<file path="config.mk">
export PLATFORM = sky130hd
export DESIGN_NAME = dopp_sweep_gen
export DESIGN_NICKNAME = d
export VERILOG_FILES = /design/src/rtl/dsg_pkg.sv /design/src/rtl/dsg_sweep_ctrl.sv /design/src/rtl/dsg_inc_reg.sv /design/src/rtl/dsg_phase_acc.sv /design/src/rtl/dopp_sweep_gen.sv
export SDC_FILE = /design/constraint.sdc
export NUM_CORES = 1
export LEC_CHECK = 0
export ABC_AREA = 1
export BUFFER_PORTS_ARGS = -buffer_cell sky130_fd_sc_hd__buf_2
export CORE_ASPECT_RATIO = 1.1
export CORE_MARGIN = 5
export CORE_UTILIZATION = 55
export CTS_CLUSTER_SIZE = 14
export DETAILED_ROUTE_END_ITERATION = 8
export HOLD_SLACK_MARGIN = 0.05
export PLACE_DENSITY = 0.9
export SYNTH_ARGS = -nofsm -noshare
export SYNTH_HDL_FRONTEND = slang
export SYNTH_SLANG_ARGS = --single-unit
</file>
<file path="constraint.sdc">
create_clock -name clk -period 2.8 [get_ports clk]
set_clock_uncertainty 0.05 [all_clocks]
set_input_delay 0.56 -clock clk [delete_from_list [all_inputs] [get_ports clk]]
set_output_delay 0.56 -clock clk [all_outputs]
set_load 0.02 [all_outputs]
</file>
<file path="src/rtl/dsg_pkg.sv">
package dsg_pkg;
  localparam int PH_W = 32;
  typedef logic [PH_W-1:0] ph_t;

  function automatic ph_t ph_add(input ph_t a, input ph_t b);
    return a + b;
  endfunction
endpackage

</file>
<file path="src/rtl/dsg_sweep_ctrl.sv">
module dsg_sweep_ctrl #(
  parameter int IDX_W = 8
) (
  input  logic             clk,
  input  logic             rst_n,
  input  logic             start,
  input  logic             sweep_end,
  input  logic [IDX_W-1:0] cfg_sweeps,
  output logic             load,
  output logic             adv,
  output logic             sweep_clr,
  output logic [IDX_W-1:0] bin_idx,
  output logic             last_sweep,
  output logic             busy
);
  localparam logic [IDX_W-1:0] IDX_ONE = {{(IDX_W-1){1'b0}}, 1'b1};

  logic [IDX_W-1:0] lim_q, idx_q;
  logic             busy_q;
  logic             end_take, at_last;

  assign at_last   = (idx_q == lim_q);
  assign end_take  = busy_q && sweep_end && !start;
  assign load      = start;
  assign adv       = end_take && !at_last;
  assign sweep_clr = start || end_take;

  always_ff @(posedge clk) begin
    if (!rst_n) begin
      lim_q  <= '1;
      idx_q  <= '0;
      busy_q <= 1'b0;
    end else if (start) begin
      lim_q  <= (cfg_sweeps == '0) ? '0 : cfg_sweeps - IDX_ONE;
      idx_q  <= '0;
      busy_q <= 1'b1;
    end else if (end_take) begin
      if (at_last) busy_q <= 1'b0;
      else         idx_q  <= idx_q + IDX_ONE;
    end
  end

  assign bin_idx    = idx_q;
  assign last_sweep = at_last;
  assign busy       = busy_q;


  start_loads_chk: assert property (@(posedge clk) disable iff (!rst_n)
    start |=> (busy && bin_idx == '0));

  halt_chk: assert property (@(posedge clk) disable iff (!rst_n)
    (busy && sweep_end && !start && last_sweep) |=> (!busy && $stable(bin_idx)));

  idle_hold_chk: assert property (@(posedge clk) disable iff (!rst_n)
    (!busy && !start) |=> (!busy && $stable(bin_idx)));

  idx_bound_chk: assert property (@(posedge clk) disable iff (!rst_n)
    busy |-> (bin_idx <= lim_q));
endmodule

</file>
<file path="src/rtl/dsg_inc_reg.sv">
module dsg_inc_reg
  import dsg_pkg::*;
(
  input  logic clk,
  input  logic rst_n,
  input  logic load,
  input  logic adv,
  input  ph_t  cfg_inc_min,
  input  ph_t  cfg_inc_step,
  output ph_t  inc
);
  ph_t inc_q, step_q;

  always_ff @(posedge clk) begin
    if (!rst_n) begin
      inc_q  <= '0;
      step_q <= '0;
    end else if (load) begin
      inc_q  <= cfg_inc_min;
      step_q <= cfg_inc_step;
    end else if (adv) begin
      inc_q  <= ph_add(inc_q, step_q);
    end
  end

  assign inc = inc_q;


  inc_load_chk: assert property (@(posedge clk) disable iff (!rst_n)
    load |=> (inc == $past(cfg_inc_min)));

  inc_step_chk: assert property (@(posedge clk) disable iff (!rst_n)
    (adv && !load) |=> (inc == $past(inc) + step_q));

  inc_hold_chk: assert property (@(posedge clk) disable iff (!rst_n)
    (!load && !adv) |=> $stable(inc));
endmodule

</file>
<file path="src/rtl/dsg_phase_acc.sv">
module dsg_phase_acc
  import dsg_pkg::*;
(
  input  logic clk,
  input  logic rst_n,
  input  logic run,
  input  logic clr,
  input  ph_t  inc,
  output logic ph_valid,
  input  logic ph_ready,
  output ph_t  ph_word
);
  ph_t acc_q;

  assign ph_valid = run;

  always_ff @(posedge clk) begin
    if (!rst_n)                   acc_q <= '0;
    else if (clr)                 acc_q <= '0;
    else if (ph_valid && ph_ready) acc_q <= ph_add(acc_q, inc);
  end

  assign ph_word = acc_q;


  backpressure_hold_chk: assert property (@(posedge clk) disable iff (!rst_n)
    (ph_valid && !ph_ready && !clr) |=> $stable(ph_word));

  accept_adv_chk: assert property (@(posedge clk) disable iff (!rst_n)
    (ph_valid && ph_ready && !clr) |=> (ph_word == $past(ph_word) + $past(inc)));

  clear_chk: assert property (@(posedge clk) disable iff (!rst_n)
    clr |=> (ph_word == '0));
endmodule

</file>
<file path="src/rtl/dopp_sweep_gen.sv">
module dopp_sweep_gen
  import dsg_pkg::*;
#(
  parameter int IDX_W = 8
) (
  input  logic             clk,
  input  logic             rst_n,
  input  logic             start,
  input  logic [31:0]      cfg_inc_min,
  input  logic [31:0]      cfg_inc_step,
  input  logic [IDX_W-1:0] cfg_sweeps,
  input  logic             sweep_end,
  output logic             ph_valid,
  input  logic             ph_ready,
  output logic [31:0]      ph_word,
  output logic [31:0]      ph_inc,
  output logic [IDX_W-1:0] bin_idx,
  output logic             last_sweep,
  output logic             busy
);
  logic load, adv, sweep_clr;
  ph_t  inc_w, word_w;

  dsg_sweep_ctrl #(.IDX_W(IDX_W)) ctrl_i (
    .clk(clk), .rst_n(rst_n), .start(start), .sweep_end(sweep_end),
    .cfg_sweeps(cfg_sweeps), .load(load), .adv(adv), .sweep_clr(sweep_clr),
    .bin_idx(bin_idx), .last_sweep(last_sweep), .busy(busy)
  );

  dsg_inc_reg inc_i (
    .clk(clk), .rst_n(rst_n), .load(load), .adv(adv),
    .cfg_inc_min(cfg_inc_min), .cfg_inc_step(cfg_inc_step), .inc(inc_w)
  );

  dsg_phase_acc acc_i (
    .clk(clk), .rst_n(rst_n), .run(busy), .clr(sweep_clr), .inc(inc_w),
    .ph_valid(ph_valid), .ph_ready(ph_ready), .ph_word(word_w)
  );

  assign ph_inc  = inc_w;
  assign ph_word = word_w;


  valid_busy_chk: assert property (@(posedge clk) disable iff (!rst_n)
    ph_valid == busy);
endmodule

</file>
# Yosys cells after proc, flatten, opt, wreduce, memory -nomap -nowiden
# Index checks and enable logic that the tools add are counted.
# op_classes
bitwise,2
addsub,4
n_eq_ne,1
n_reduce_logical,15
n_mux,6
# op_table
cell,n
32-bit adder,2
32-bit two-way mux,2
8-bit by 1-bit adder with 8-bit output (second input constant),1
8-bit equality test,1
8-bit zero test,1
8-bit two-way mux,1
8-bit by 1-bit subtractor with 8-bit output (second input constant),1
2-bit nonzero test,3
1-bit logical AND,4
2-bit AND reduction,2
2-bit OR reduction,2
1-bit two-way mux,3
1-bit zero test,2
1-bit inverter,2
1-bit logical OR,1
# totals
elab_cells,34
regBits,113

# Logic depth before layout (Yosys ltp)
# logic_depth
ltp_word,5
mapped_depth,14
ltp_nobuf,14

# Cells and area by module
# Synthesis repeated with hierarchy kept, for this count alone.
# unflattened
hier_cells,1603
hier_area_um2,9461.6
# by_module_without_submodules
module,cells_each,instances,seq_area_each_um2,area_per_inst_um2
dsg_inc_reg,779,1,1281.2,4750.8
dsg_phase_acc,669,1,640.6,3622.2
dsg_sweep_ctrl,155,1,340.3,1088.5

# Worst setup path before layout
# OpenSTA, ideal clock, no wires.
# synth_path
kind,reg2reg
start,"register acc_i.acc_q[0], in the netlist acc_i.ph_word[0]"
end,"register acc_i.acc_q[16], in the netlist acc_i.ph_word[16]"
period_less_slack_ps,2021
arrival_time_ps,1858
path_stages_with_launch,15
t_required_ps,2637
slack_ps,779
path_cell_list,dfxtp_1 -> ha_1 -> fa_1 -> nand3_1 -> nand2_1 -> nand2_1 -> nand2_1 -> nand2_1 -> nand2_1 -> nand2_1 -> nand2_1 -> nand2_1 -> nand2_1 -> o21ai_1 -> inv_1
# synth_via
elab_chain_cells,1
# synth_rtl
item,line_no,source
"start, declared",dsg_phase_acc.sv:13,ph_t acc_q;
"start signal, assigned",dsg_phase_acc.sv:20,"else if (ph_valid && ph_ready) acc_q <= ph_add(acc_q, inc);"
32-bit adder,dsg_pkg.sv:6,return a + b;
# Every way passes these cells.
# A chain may end at the register's enable or synchronous reset.

# Worst setup path in the final report
# layout_path
start,"register ctrl_i.idx_q[2], in the netlist ctrl_i.bin_idx[2]"
end,output last_sweep
# layout_via
elab_chain_cells,1
# layout_rtl
item,line_no,source
"start, declared",dsg_sweep_ctrl.sv:18,"logic [IDX_W-1:0] lim_q, idx_q;"
"start signal, assigned",dsg_sweep_ctrl.sv:39,else idx_q <= idx_q + IDX_ONE;
8-bit equality test,dsg_sweep_ctrl.sv:22,assign at_last = (idx_q == lim_q);
"end, declared",dopp_sweep_gen.sv:18,"output logic last_sweep,"
# Every way passes these cells.

==> impl_metrics.ini <==
[worst_setup_path]
r2r.worst_path.cells = 11
worst_ep_arrival_time_ns = 1.65
setup.worst_path.start_class = flop
worstPathMaxFanout = 6
worst-endpoint-required_ns = 2.19
path_class = flop to output port
worstSetupEndpointType = output port

[global_routing]
globalRouteOverflowTotal = 0
number_of_global_route_vias_before_repair = 9735
number_of_antenna_violations_at_the_first_check_in_global_routing = 0
grt_max_degree = 51
grt_pass1_wl_um = 45500
grt_usage = 0.284

[clock_tree]
post-cts-setup-buffers = 0
cts.path.max_buffers = 2
cts_made_buffers = 17
number_of_buffers_added_to_fix_hold_violations_after_cts = 0
cts.root.buffer_cell = clkbuf_16
insertion_delay_ns = 0.42
cts.htree.levels = 4
cts.clk_slew.worst_paths_ns = 0.06
cts.sinks = 113
ctsResizeCount = 0
cts_tree = built

[cells_and_area]
ff_latch_area_sq_um = 2260
area_delta_synth_final_pct = 16.1
multi_input_comb_area_sq_um = 5790
diodes = 0
most_frequent_cells_in_the_layout = nand2_1, inv_1, nor2_1
mostFrequentLayoutCell = nand2_1
fillCellCount = 1538
finish.utilization = 0.655
layout-drive-gt1-share = 0.130
final_nets = 1868

[die]
top_level_ports = 152
placementRows = 49
dieWidth_um = 134
die-height_um = 146
core_area_sq_um = 16400
start_util = 0.564
die-area_sq_um = 19500

[logic_synthesis]
asyncSetResetFlopFracSynth = 0
syn-mean-instance-area_sq_um = 5.85
post_synth_instance_area_sq_um = 9260
yosysUniqueCellTypes = 37
synth_top_area_cell = dfxtp_1
synth_nets = 1727
synth_top_flop_cell = dfxtp_1
edff_count_synth = 0
synth_sequential_area_ratio = 0.244
post_synth_inst_count = 1584
yosysWarnings = 0
synth.top_cell.area_share = 0.244
synth.top_cells.by_area = dfxtp_1, nand2_1, inv_1, nor2_1, ha_1
ys_ff_latch = 113

[sta]
finalHoldViolCount = 0
fin_setup_tns_ns = 0
final-setup-viol-count = 0
finalCriticalPeriod_ns = 2.26
layout_worst_path_cycle_share = 0.808
rsz0062_at_grt = no
fmax_ghz = 0.442
final-max-slew-violation-count = 0
postLayoutSetupSlackWorst_ns = 0.538
maxSlewHeadroom = 0.434
worst_pin_slew_ns = 0.847

[hold_path]
tightest_hold_check_type = input pin to flop
hold_path_depth = 3

[routing]
route.detailed.wl_per_inst_um = 14.5
final_antenna_net_count = 0
firstDrtPassIters = 7
drt_first_iter_violations = 658
vias = 10300
viasPerCell = 5.32
postRouteWirelength_um = 28100
drc = 0

[power_and_ir_drop]
power.ir.vdd_worst_v = 0.000444
total_leakage_power_nw = 6.27
power_density_nw_per_um2 = 459

[place]
port-buffer-count = 151
gp_routability_congestion = 0.990
dpl_worst_slack_ns = 0.650
hpwl_um = 21900

[flow_run]
maxCapViolations = 0

[run_status]
run_status = complete, no violations
path summary, 6_finish.rpt:
check,startpoint,endpoint,slack (ns)
setup reg to reg,inc_i.inc[22],acc_i.ph_word[25],0.58
hold reg to reg,ctrl_i.lim_q[1],ctrl_i.lim_q[1],0.44
setup / recovery,ctrl_i.bin_idx[2],last_sweep,0.54
hold / removal,cfg_inc_step[12],inc_i.step_q[12],0.31
metal layers:
metal | track usage | wire (um) | vias to the layer above
met1 | 0.349 | 11700 | 4629
met5 | 0 | 0 | -
li1 | - | - | 5200
met3 | 0.0471 | 1990 | 90
met4 | 0.124 | 1150 | 0
met2 | 0.487 | 13300 | 413
registers in the layout (all words and copies together) (netlist names):
| signal | count |
|---|---|
| acc_i.ph_word | 32 |
| ctrl_i.bin_idx | 8 |
| ctrl_i.busy | 1 |
| ctrl_i.lim_q | 8 |
| inc_i.inc | 32 |
| inc_i.step_q | 32 |
synth_stat cells (2+ instances only):
| master | number |
|---|---|
| inv_1 | 263 |
| nand4_1 | 11 |
| nor2_2 | 3 |
| buf_1 | 3 |
| o211ai_1 | 5 |
| nand3_2 | 11 |
| buf_2 | 12 |
| a21oi_1 | 69 |
| dfxtp_1 | 113 |
| xor2_1 | 34 |
| o21a_1 | 2 |
| ha_1 | 64 |
| fa_1 | 2 |
| buf_4 | 2 |
| nand2_1 | 506 |
| nor4_1 | 3 |
| xnor2_1 | 10 |
| clkbuf_1 | 19 |
| o21ai_0 | 65 |
| a31oi_1 | 6 |
| o21bai_1 | 5 |
| buf_6 | 2 |
| nand3_1 | 101 |
| a21o_1 | 2 |
| inv_2 | 6 |
| nor2_1 | 219 |
| o21ai_1 | 5 |
| nand3b_1 | 5 |
| nor3_1 | 17 |
| a21oi_2 | 12 |
power breakdown:
group          switching (mW)  internal, mW
Sequential              0.101          1.69
Clock                   0.794          1.44
Combinational           0.583         0.331
Total                    1.48          3.46
metrics by stage:
stage / cell area [sq um] / total power, mW / cells / hold slack (ns)
2_1_floorplan: 9260 / 2.43 / 1584 / 0.410
4_1_cts: 10800 / 4.93 / 1941 / 0.302
6_report: 10800 / 4.94 / 1941 / 0.311
3_5_place_dp: 10200 / 2.72 / 1910 / 0.428
3_3_place_gp: 10200 / 2.70 / 1910 / 0.422
5_1_grt: 10800 / 5.15 / 1941 / 0.316
final cells by class:
type	instances	area share
flip-flops and latches	113	0.210
well taps	204	0.0237
clock inverters	10	0.0124
inverters	269	0.0939
repair buffers	161	0.0784
clock buffers	21	0.0428
multi-input cells	1163	0.538
critical path, stage by stage, from the launching register on:
cell and delay (ns):
dfxtp_1 0.45, inv_1 0.11, nand2_1 0.08, nand4_1 0.09, nor2_2 0.11, nand3_2 0.14
inv_1 0.09, buf_2 0.16
kinds of logic after synthesis:
| logic type | Yosys count | synth area share |
|---|---|---|
| buffers and inverters | 308 | 0.131 |
| XOR/XNOR | 44 | 0.0416 |
| flip-flops | 113 | 0.244 |
| AO/OA/AOI/OAI | 173 | 0.103 |
| adder cells (fa/ha/maj) | 66 | 0.0908 |
| AND/OR/NAND/NOR | 880 | 0.389 |
(Power assumes the default switching activity.)
